--- src/rtl/l2buf_pkg.sv ---
package l2buf_pkg;

  // Sticky error vector kept by the top level.
  typedef struct packed {
    logic buf_ovf;
    logic out_ovf;
    logic gap_err;
    logic udf_err;
  } err_flags_t;

  // How a single cycle's decision input is classified.
  typedef enum logic [1:0] {
    DEC_NONE   = 2'd0,
    DEC_REJECT = 2'd1,
    DEC_ACCEPT = 2'd2,
    DEC_EMPTY  = 2'd3
  } dec_kind_e;

endpackage

--- src/rtl/l2b_occ_counter.sv ---
// Saturating occupancy counter with an overflow pulse.
module l2b_occ_counter #(
  parameter int DEPTH = 16,
  parameter int W     = $clog2(DEPTH + 1)
) (
  input  logic         clk,
  input  logic         rst,
  input  logic         inc_i,
  input  logic         dec_i,
  output logic [W-1:0] cnt_o,
  output logic         ovf_o
);

  localparam logic [W-1:0] FULL_V = W'(DEPTH);

  logic [W-1:0] cnt_q, cnt_d;
  logic         full, empty, eff_inc, eff_dec;

  assign full  = (cnt_q == FULL_V);
  assign empty = (cnt_q == '0);

  always_comb begin
    eff_dec = dec_i & ~empty;
    eff_inc = inc_i & (~full | eff_dec);
    ovf_o   = inc_i & full & ~eff_dec;
    cnt_d   = cnt_q;
    if (eff_inc && !eff_dec)
      cnt_d = cnt_q + W'(1);
    else if (eff_dec && !eff_inc)
      cnt_d = cnt_q - W'(1);
  end

  always_ff @(posedge clk) begin
    if (rst) cnt_q <= '0;
    else     cnt_q <= cnt_d;
  end

  assign cnt_o = cnt_q;

endmodule

--- src/rtl/l2b_hyst_throttle.sv ---
// Nearly-full detector with a release point below the trip point.
module l2b_hyst_throttle #(
  parameter int W  = 5,
  parameter int HI = 14,
  parameter int LO = 6
) (
  input  logic         clk,
  input  logic         rst,
  input  logic [W-1:0] cnt_i,
  output logic         thr_o
);

  localparam logic [W-1:0] HI_V = W'(HI);
  localparam logic [W-1:0] LO_V = W'(LO);

  logic hot_q;

  assign thr_o = (cnt_i >= HI_V) || (hot_q && (cnt_i > LO_V));

  always_ff @(posedge clk) begin
    if (rst) hot_q <= 1'b0;
    else     hot_q <= thr_o;
  end

endmodule

--- src/rtl/l2b_dec_spacer.sv ---
// Tracks cycles since the last applied decision, saturating at MIN_GAP.
module l2b_dec_spacer #(
  parameter int MIN_GAP = 36,
  parameter int GW      = $clog2(MIN_GAP + 1)
) (
  input  logic clk,
  input  logic rst,
  input  logic take_i,
  output logic ready_o
);

  localparam logic [GW-1:0] SAT_V = GW'(MIN_GAP);

  logic [GW-1:0] gap_q;

  assign ready_o = (gap_q == SAT_V);

  always_ff @(posedge clk) begin
    if (rst)
      gap_q <= SAT_V;
    else if (take_i)
      gap_q <= GW'(1);
    else if (gap_q != SAT_V)
      gap_q <= gap_q + GW'(1);
  end

endmodule

--- src/rtl/l2buf_throttle.sv ---
module l2buf_throttle
  import l2buf_pkg::*;
#(
  parameter int BUF_DEPTH  = 1000,
  parameter int BUF_HI     = 990,
  parameter int OUT_DEPTH  = 16,
  parameter int OUT_HI     = OUT_DEPTH - 2,
  parameter int HYST       = 8,
  parameter int TAG_WORDS  = 4,
  parameter int DATA_WORDS = 32,
  localparam int BW        = $clog2(BUF_DEPTH + 1),
  localparam int OW        = $clog2(OUT_DEPTH + 1)
) (
  input  logic          clk,
  input  logic          rst,
  input  logic          evt_wr,
  input  logic          dec_valid,
  input  logic          dec_accept,
  input  logic          drain,
  output logic [BW-1:0] buf_count,
  output logic [OW-1:0] out_count,
  output logic          throttle,
  output logic          buf_ovf,
  output logic          out_ovf,
  output logic          gap_err,
  output logic          udf_err
);

  localparam int MIN_GAP = TAG_WORDS + DATA_WORDS;
  localparam int BUF_LO  = BUF_HI - HYST;
  localparam int OUT_LO  = OUT_HI - HYST;

  dec_kind_e  kind;
  logic       take, gap_ready, buf_ovf_p, out_ovf_p, thr_buf, thr_out;
  err_flags_t err_q, err_set;

  // Classify this cycle's decision against current occupancy.
  always_comb begin
    kind = DEC_NONE;
    if (dec_valid) begin
      if (buf_count == '0) kind = DEC_EMPTY;
      else if (dec_accept) kind = DEC_ACCEPT;
      else                 kind = DEC_REJECT;
    end
  end

  assign take = (kind == DEC_ACCEPT) || (kind == DEC_REJECT);

  l2b_dec_spacer #(.MIN_GAP(MIN_GAP)) u_spacer (
    .clk(clk), .rst(rst), .take_i(take), .ready_o(gap_ready)
  );

  l2b_occ_counter #(.DEPTH(BUF_DEPTH), .W(BW)) u_buf_cnt (
    .clk(clk), .rst(rst), .inc_i(evt_wr), .dec_i(take),
    .cnt_o(buf_count), .ovf_o(buf_ovf_p)
  );

  l2b_occ_counter #(.DEPTH(OUT_DEPTH), .W(OW)) u_out_cnt (
    .clk(clk), .rst(rst), .inc_i(kind == DEC_ACCEPT), .dec_i(drain),
    .cnt_o(out_count), .ovf_o(out_ovf_p)
  );

  l2b_hyst_throttle #(.W(BW), .HI(BUF_HI), .LO(BUF_LO)) u_buf_thr (
    .clk(clk), .rst(rst), .cnt_i(buf_count), .thr_o(thr_buf)
  );

  l2b_hyst_throttle #(.W(OW), .HI(OUT_HI), .LO(OUT_LO)) u_out_thr (
    .clk(clk), .rst(rst), .cnt_i(out_count), .thr_o(thr_out)
  );

  assign throttle = thr_buf | thr_out;

  always_comb begin
    err_set.buf_ovf = buf_ovf_p;
    err_set.out_ovf = out_ovf_p;
    err_set.gap_err = take & ~gap_ready;
    err_set.udf_err = (kind == DEC_EMPTY);
  end

  always_ff @(posedge clk) begin
    if (rst) err_q <= '0;
    else     err_q <= err_q | err_set;
  end

  assign buf_ovf = err_q.buf_ovf;
  assign out_ovf = err_q.out_ovf;
  assign gap_err = err_q.gap_err;
  assign udf_err = err_q.udf_err;

endmodule

--- config.mk ---
export PLATFORM = sky130hd
export DESIGN_NAME = l2buf_throttle
export DESIGN_NICKNAME = d
export VERILOG_FILES = /design/src/rtl/l2buf_pkg.sv /design/src/rtl/l2b_occ_counter.sv /design/src/rtl/l2b_hyst_throttle.sv /design/src/rtl/l2b_dec_spacer.sv /design/src/rtl/l2buf_throttle.sv
export SDC_FILE = /design/constraint.sdc
export NUM_CORES = 1
export LEC_CHECK = 0
export BUFFER_PORTS_ARGS = -buffer_cell sky130_fd_sc_hd__buf_2
export CAP_MARGIN = 10
export CORE_ASPECT_RATIO = 0.9
export CORE_MARGIN = 1.5
export CORE_UTILIZATION = 30
export DETAILED_ROUTE_END_ITERATION = 12
export SYNTH_ARGS = -nofsm -noshare
export SYNTH_HDL_FRONTEND = slang
export SYNTH_SLANG_ARGS = --single-unit
--- constraint.sdc ---
create_clock -name clk -period 5.5 [get_ports clk]
set_clock_uncertainty 0.1 [all_clocks]
set_input_delay 1.1 -clock clk [delete_from_list [all_inputs] [get_ports clk]]
set_output_delay 1.1 -clock clk [all_outputs]
set_load 0.005 [all_outputs]
After elaboration in Yosys (flattened, before gate mapping)
Index checks and enable logic that the tools add are counted.

Flip-flop bits (word level): 27. Bits of input ports: 6. Logic and storage cells: 74.

Add/subtract/negate cells: 5. $lt $le $gt $ge: 4. Eq/ne operators: 7. Mux-type cells: 9. Bitwise logic cells: 20. Reductions and logical operators: 19.

Operators with widths (count): 10-bit two-way mux (2); 6-bit two-way mux (2); 10-bit by 1-bit adder with 10-bit output (second input constant) (1); 10-bit == test (second input constant) (1); 10-bit >= comparator (second input constant) (1); 10-bit greater-than comparator (second input constant) (1); 10-bit logical NOT (1); 5-bit two-way mux (2); 10-bit by 1-bit subtractor with 10-bit output (second input constant) (1); 1-bit bitwise AND (9); 1-bit NOT (7); 6-bit by 1-bit adder with 6-bit output (second input constant) (1); 6-bit == test (second input constant) (1); 1-bit logical AND (6); 2-bit two-way mux (3); 6-bit inequality test (second input constant) (1); 2-bit nonzero test (3); 5-bit by 1-bit adder with 5-bit output (second input constant) (1); 5-bit == test (second input constant) (1); 5-bit by 4-bit >= comparator with 1-bit output (second input constant) (1); 5-bit by 3-bit greater-than comparator with 1-bit output (second input constant) (1); 5-bit logical NOT (1); 5-bit by 1-bit subtractor with 5-bit output (second input constant) (1); 2-bit == test (second input constant) (2); other kinds (6) (13).

Longest topological paths before layout
Gate-level depths: netlist of the first run.

Depth after elaboration: 12. Mapped depth: 17.

Cells and area by module
A second synthesis of the first run with hierarchy kept.

Cell total of the unflattened synthesis: 231. Area, all modules: 1990.7 um2.

By module, submodules not included: l2b_occ_counter at u_buf_cnt (instances 1, cells each 113, area an instance 942.2 um2); l2b_occ_counter at u_out_cnt (instances 1, cells each 42, area an instance 356.6 um2); l2b_dec_spacer (instances 1, cells each 38, area an instance 321.6 um2); l2buf_throttle (instances 1, cells each 24, area an instance 239.0 um2); l2b_hyst_throttle at u_out_thr (instances 1, cells each 6, area an instance 67.6 um2); l2b_hyst_throttle at u_buf_thr (instances 1, cells each 8, area an instance 63.8 um2).

Least setup slack after synthesis of the first run
No wires, ideal clock.

Path type: input port to flip-flop. From: in dec_valid. To: reg u_buf_cnt.cnt_q[9] (netlist: u_buf_cnt.cnt_o[9]). Setup time: 130 ps. Data arrival time: 3966 ps. Slack: 1304 ps. Stages on the path: 14. Cell sequence: a21boi_0 > ha_1 > a31oi_1 > nor4b_1 > nor2b_1 > ha_1 > inv_1 > ha_1 > a21o_1 > a221o_1 > or3_1 > o21ai_2 > o21a_2 > nor3_2.

Longest elaborated chain between the ends: 9. Elaborated cells on any way between the ends: 13. Those cells by class: 2 x eq/ne; 2 x mux; 3 x bitwise; 6 x reduce/logical.

RTL lines: start: declaration (line l2buf_throttle.sv:17) `input logic dec_valid,`; 2-bit two-way mux * (line l2buf_throttle.sv:40) `if (dec_valid) begin`; 2-bit == test or 2-bit by 1-bit == test with 1-bit output (tied branches) (line l2buf_throttle.sv:47) `assign take = (kind == DEC_ACCEPT) || (kind == DEC_REJECT);`; 1-bit logical OR * (line l2buf_throttle.sv:47); 1-bit bitwise AND * (line l2b_occ_counter.sv:23) `eff_dec = dec_i & ~empty;`; 1-bit bitwise OR (line l2b_occ_counter.sv:24) `eff_inc = inc_i & (~full | eff_dec);`; 1-bit bitwise AND (line l2b_occ_counter.sv:24); 1-bit logical NOT (line l2b_occ_counter.sv:29) `else if (eff_dec && !eff_inc)`; 1-bit logical AND (line l2b_occ_counter.sv:29); 2-bit nonzero test (no line); end signal: assignment (line l2b_occ_counter.sv:35) `else cnt_q <= cnt_d;`; end: declaration (line l2b_occ_counter.sv:16) `logic [W-1:0] cnt_q, cnt_d;`.

Every way passes the cells marked *; elsewhere a longest branch is shown, timed or not. A chain may end at the register's enable or synchronous reset.

Final worst setup path of the first run
From: reg u_buf_cnt.cnt_q[1] (netlist: u_buf_cnt.cnt_o[1]). To: reg u_buf_cnt.cnt_q[9] (netlist: u_buf_cnt.cnt_o[9]).

Longest elaborated chain between the ends: 11. Elaborated cells on any way between the ends: 21. Those cells by class: 2 x add/sub; 3 x eq/ne; 4 x mux; 5 x bitwise; 7 x reduce/logical.

RTL lines: 10-bit logical NOT (line l2b_occ_counter.sv:20, l2buf_throttle.sv:41); 2-bit two-way mux (line l2buf_throttle.sv:41) `if (buf_count == '0) kind = DEC_EMPTY;`; 2-bit two-way mux (line l2buf_throttle.sv:40); 2-bit == test or 2-bit by 1-bit == test with 1-bit output (tied branches) (line l2buf_throttle.sv:47); 1-bit logical OR (line l2buf_throttle.sv:47); 1-bit bitwise AND (line l2b_occ_counter.sv:23); 1-bit bitwise OR (line l2b_occ_counter.sv:24); 1-bit bitwise AND (line l2b_occ_counter.sv:24); 1-bit logical NOT (line l2b_occ_counter.sv:29); 1-bit logical AND (line l2b_occ_counter.sv:29); 2-bit nonzero test (no line).

Parallel ways exist; a longest one is shown, timed or not. The select of a mux whose other input is x is not followed.

==> flow_summary.toml, run 1 <==
[job]
drv_cap = 0

[place]
place.gp.congestion = 0.779
portBuffers = 25
dpl.hpwl_um = 2730

[die]
die_area_um2 = 6150
die_h_um = 74.6
placementRows = 25
start_util_pct = 31.7
die_x_um = 82.5
core-area_um2 = 5380
ios = 26

[routing]
via_per_inst = 4.80
ant_nets = 0
post_drt_wl_per_cell_um = 12.2
drt_iter0_drc = 51
drtPass1Iterations = 4
routed_wl_um = 3560
drc = 0
vias = 1396

[timing]
fin_tns_setup_ns = 0
finalCritPeriodShare_pct = 81.3
holdWs_ns = 0.373
setup_viol_count_final = 0
worstMarginPinSlew_ns = 0.604
timing.final.hold_violations = 0
fmax_mhz = 224
rsz0062_at_grt = "no"
slew_viol_final = 0
min_period_ns = 4.47
slew_headroom_pct = 59.7

[clock_tree]
cts_num_sinks = 27
clk_path_buf_depth = 2
holdBufCountCts = 0
path_clk_slew_ns = 0.09
cts-root-buf = "clkbuf_8"
cts_tree = "built"
cts_resized = 0
cts_setup_buffers = 0
cts_buffers = 3
htreeDepth = 1
clock_latency_ns = 0.27

[power_and_ir_drop]
p_clk_share_pct = 9.1
seqPwrFrac_pct = 27.7
p_int_mw = 0.697
ir_drop_v = 0.000217
p_sw_mw = 0.550
pwr-share-comb_pct = 63.2
total_leakage_power_nw = 0.852
power_density_nw_per_um2 = 643
switching_share_pct = 44.1

[final_layout]
area_delta_synth_final_pct = 13.6
antennaDiodeCount = 0
drive_above_1_share_pct = 16.1
nets = 250

[global_routing]
overflow = 0
grt_pass1_wl_um = 6040
antenna_found_initial = 0
grt_usage_pct = 12.8
grt_max_degree = 27
grt_pass1_vias = 1267

[synth]
synthFlopType = "dfxtp_1"
netlist_area_um2 = 1710
synthCells = 201
yosysUniqueCellTypes = 45
synth_edf_count = 0
avgSynthCellArea_um2 = 8.49
yosysSeqAreaShare_pct = 31.7
synth.net_count = 226
ys_warn_count = 0
yosys_register_bits = 27
async_reset_ff_share_pct = 0

[setup_path]
endpoint_kind = "flip-flop"
crit_path_max_fanout = 9
cp-start-kind = "flip-flop"
path_class = "reg -> reg"
arrival_ns = 4.58
worstPathRequired_ns = 5.61

[hold_path]
hp-class = "reg -> reg"

[outcome]
status = "finished, final reports clean"
## through the flow
| stage | area (um^2) | power (mW) | cells | utilization [%] | worst slack (ns) |
|---|---|---|---|---|---|
| after CTS | 1940 | 1.26 | 291 | 36.0 | 1.01 |
| after global placement | 1890 | 1.13 | 287 | 35.2 | 0.918 |
| after floorplan | 1710 | 0.956 | 201 | - | 1.30 |
| after global routing | 1940 | 1.39 | 291 | 36.0 | 0.605 |
| final | 1940 | 1.25 | 291 | 36.0 | 1.03 |
| after detailed placement | 1890 | 1.14 | 287 | 35.2 | 0.836 |
## area by class of cell
| type | instances | area [um^2] |
|---|---|---|
| fillers | 568 | 3440 |
| inverters | 8 | 30.0 |
| multi-input cells | 160 | 1110 |
| well taps | 67 | 83.8 |
| flip-flops and latches | 27 | 541 |
| repair buffers | 25 | 125 |
| clock buffers | 4 | 45.0 |
## Yosys cell counts (2+ instances only)
| cell | count | share of area, % |
|---|---|---|
| xnor2_1 | 8 | 4.1 |
| nand4_1 | 2 | 0.73 |
| a31oi_1 | 2 | 0.73 |
| fa_1 | 2 | 2.3 |
| clkbuf_1 | 5 | 1.1 |
| nor2_1 | 30 | 6.6 |
| a21oi_1 | 19 | 5.6 |
| nor3_1 | 5 | 1.5 |
| nand3_1 | 3 | 0.88 |
| nand3b_1 | 2 | 0.88 |
| o21a_1 | 5 | 2.2 |
| nor4_1 | 2 | 0.73 |
| nand2_1 | 9 | 2.0 |
| nor3b_1 | 2 | 0.88 |
| or3_1 | 3 | 1.1 |
| inv_1 | 8 | 1.8 |
| a21o_1 | 5 | 2.2 |
| mux2i_1 | 4 | 2.3 |
| nor2b_1 | 8 | 2.9 |
| o21ai_0 | 6 | 1.8 |
| ha_1 | 17 | 12 |
| xor2_1 | 4 | 2.1 |
| o31a_1 | 2 | 1.0 |
| dfxtp_1 | 27 | 32 |
## state kept, by name, summed over array words and instances, names as in the netlist
register,count
u_out_cnt.cnt_o,5
u_buf_cnt.cnt_o,10
u_buf_thr.hot_q,1
u_out_thr.hot_q,1
out_ovf,1
gap_err,1
u_spacer.gap_q,6
udf_err,1
buf_ovf,1
## routing by layer
| layer | GRT usage [%] | share of wire, % | vias up |
|---|---|---|---|
| li1 | - | - | 766 |
| met1 | 18.3 | 52 | 610 |
| met2 | 19.1 | 43 | 15 |
| met3 | 3.44 | 4.0 | 5 |
| met4 | 3.33 | 0.98 | 0 |
| met5 | 0 | 0 | - |
## power by group through the flow
| stage | registers, mW | clock network, mW | logic [mW] |
|---|---|---|---|
| 2_1_floorplan | 0.337 | 0 | 0.619 |
| 3_3_place_gp | 0.353 | 0 | 0.775 |
| 3_5_place_dp | 0.352 | 0 | 0.786 |
| 4_1_cts | 0.347 | 0.118 | 0.793 |
| 5_1_grt | 0.359 | 0.124 | 0.902 |
| 6_report | 0.345 | 0.114 | 0.789 |
## cell usage in the layout, fill, tap and decap left out, types with 2 or more instances in the layout
master    count
clkbuf_8      3
o21ai_0       6
xor2_1        4
buf_2        25
a21o_1        5
nor3b_1       2
xnor2_1       8
fa_1          2
nand3b_1      2
nor2_1       30
ha_1         17
nor4_1        2
o21a_1        5
or3_1         3
o31a_1        2
a31oi_1       2
nor3_1        5
nand3_1       3
dfxtp_1      27
nand2_1       9
a21oi_1      19
mux2i_1       4
inv_1         8
nand4_1       2
nor2b_1       8
## cells by family after synthesis
logic type                 after synthesis  synth area share [%]
adders and majority gates               19                  14.8
AOI/OAI and AO/OA                       48                  18.3
and+or+nand+nor                         76                  22.7
DFF                                     27                  31.7
muxes                                    5                  3.23
buffers and inverters                   14                  3.08
xor gates and xnor gates                12                  6.16
## worst max-delay path, stage by stage (launching register included)
cell	delay (ns)
dfxtp_1	0.37
nor4_1	0.39
nand4_1	0.23
a21boi_0	0.31
ha_1	0.30
a31oi_1	0.06
nor4b_1	0.37
nor2b_1	0.09
ha_1	0.24
inv_1	0.26
ha_1	0.36
a21o_1	0.25
a221o_1	0.35
or3_1	0.33
o21ai_2	0.16
nor3_1	0.07
nor3_2	0.15
## path summary, 6_finish.rpt
kind,startpoint,to,slack (ns),cells after the start
worst max-delay path,u_buf_cnt.cnt_o[1],u_buf_cnt.cnt_o[9],1.03,16
worst min-delay path,gap_err,gap_err,0.37,2
worst max register to register,u_buf_cnt.cnt_o[1],u_buf_cnt.cnt_o[9],1.03,16
worst min register to register,gap_err,gap_err,0.37,2
Power figures use the tool's default switching activity.
==> run 2: changes to the inputs <==
==> constraint.sdc (replaced) <==
create_clock -name clk -period 4.02 [get_ports clk]
set_clock_uncertainty 0.1 [all_clocks]
set_input_delay 0.804 -clock clk [delete_from_list [all_inputs] [get_ports clk]]
set_output_delay 0.804 -clock clk [all_outputs]
set_load 0.005 [all_outputs]
==> run 2 against run 1 <==
  * Die area unchanged
  * Global-route usage up 0.44 points
  * Final cell count up 14%
  * Clock power up 35%
  * Power up 76%
  * Sequential share of layout area down 5.5 points
  * Count of clock-buffer cells in the layout down 1
  * Design area up 25%
  * Sequential cell count unchanged
  * Critical endpoint unchanged
  * Highest routed layer unchanged
  * Critical path depth up 3
  * Via count up 16%
  * Non-clock buffer count up 40
==> flow_summary.toml, run 2 (synthesis gave the netlist of run 1 again) <==
[outcome]
status = "finished, final reports clean"

[clock_tree]
cts_buffers = 3
clock_latency_ns = 0.27
htreeDepth = 1
path_clk_slew_ns = 0.09
cts_tree = "built"
cts-root-buf = "clkbuf_8"
clk_path_buf_depth = 2
cts_num_sinks = 27

[routing]
post_drt_wl_per_cell_um = 12.7
drtPass1Iterations = 4
drc = 0
routed_wl_um = 4200
drt_iter0_drc = 70
ant_nets = 0
vias = 1623
via_per_inst = 4.90

[global_routing]
overflow = 0
antenna_found_initial = 0
grt_pass1_wl_um = 6330
grt_pass1_vias = 1400
grt_max_degree = 27
grt_usage_pct = 13.3

[place]
portBuffers = 25
place_area_um2 = 2130
dpl.hpwl_um = 3020
place.gp.congestion = 0.751
numPlacedInstances = 319

[timing]
slew_headroom_pct = 66.8
slew_viol_final = 0
finalCritPeriodShare_pct = 98.1
holdWs_ns = 0.380
rsz0062_at_grt = "yes"
fmax_mhz = 254
fin_tns_setup_ns = 0
setup_viol_count_final = 0
min_period_ns = 3.94
timing.final.hold_violations = 0
worstMarginPinSlew_ns = 0.498

[power_and_ir_drop]
power_density_nw_per_um2 = 904
total_power_mw = 2.19
total_leakage_power_nw = 1.07
ir_drop_v = 0.000349

[final_layout]
layout_common_cells = "buf_4 (37), nor2_1 (28), dfxtp_1 (26)"
antennaDiodeCount = 0
finalInstanceArea_um2 = 2420
nets = 290
finalNonFillerCells = 331
area_delta_synth_final_pct = 41.9
largest_reg_flops = 10
drive_above_1_share_pct = 36.7
layout_commonest_cell = "buf_4"

[hold_path]
hp-class = "reg -> reg"

[setup_path]
path_buf_inv = 4
endpoint_kind = "flip-flop"
worstPathRequired_ns = 4.07
arrival_ns = 4.00
path_class = "reg -> reg"
crit_path_max_fanout = 4
cp_slowest_cell = "or3_4"
cpPeakStageDelay_ns = 0.37
worstPathCellList = "nor4_4, buf_4, nand4_1, a21boi_2, ha_4, a31oi_4, nor4b_4, nor2b_1, ha_2, clkinv_4, buf_6, buf_6, ha_4, a21o_1, a221o_1, or3_4, o21ai_2, o21a_2, nor3_2"
cp_top_family = "compound AO/OA/AOI/OAI gates"
cp-start-kind = "flip-flop"

[die]
placementRows = 25
die_x_um = 82.5
die_h_um = 74.6
die_area_um2 = 6150
ios = 26
start_util_pct = 31.7
core-area_um2 = 5380

[job]
drv_cap = 0
[run 2: cell count changes in the layout (fill, tap and decap cells not counted), sizes merged]
cell / delta
buf: +40
clkbuf: -1
inv: -1
clkinv: +2
[run 2: final timing paths]
kind | from | to | slack [ns] | cells past startpoint
setup / recovery | u_buf_cnt.cnt_o[0] | u_buf_cnt.cnt_o[9] | 0.08 | 19
setup reg to reg | u_buf_cnt.cnt_o[0] | u_buf_cnt.cnt_o[9] | 0.08 | 19
hold reg to reg | udf_err | udf_err | 0.38 | 2
hold / removal | udf_err | udf_err | 0.38 | 2
[run 2: layer usage]
layer / track usage, % / share of wire, % / vias to the layer above
met4: 2.22 / 0.52 / 0
met3: 3.07 / 3.2 / 4
met2: 21.6 / 47 / 21
met1: 18.2 / 49 / 761
met5: 0 / 0 / -
li1: - / - / 837
[run 2: where the power goes]
part | internal [mW] | switching, mW
registers | 0.358 | 0.0927
clock network | 0.0695 | 0.0848
logic | 0.862 | 0.722
[run 2: stage by stage]
stage                     worst slack (ns)  util (%)
after floorplan                      0.112         -
after global placement             -0.0209      39.7
after detailed placement            -0.176      39.7
after CTS                          0.00817      40.7
after global routing                -0.126      45.0
final                               0.0752      45.0
[run 2: tightest hold or removal path, stage by stage (launching register included)]
cell and delay [ns]:
dfxtp_1 0.34, nor2_1 0.04, nor2_1 0.07
[run 2: area by class of cell]
cell class | instances | area [um^2]
multi-input cells | 160 | 1280
clock buffers | 3 | 41.3
flip-flops and latches | 27 | 542
inverters | 8 | 35.0
well taps | 67 | 83.8
clock inverters | 1 | 5.00
fillers | 529 | 2960
repair buffers | 65 | 437
[run 2: timing repair]
| action | in CTS | in global routing |
|---|---|---|
| pin swaps | 0 | 11 |
| setup buffers | 0 | 8 |
| hold buffers | 0 | 0 |
| endpoints found under the setup margin | 5 | 5 |
| resized for setup | 4 | 29 |
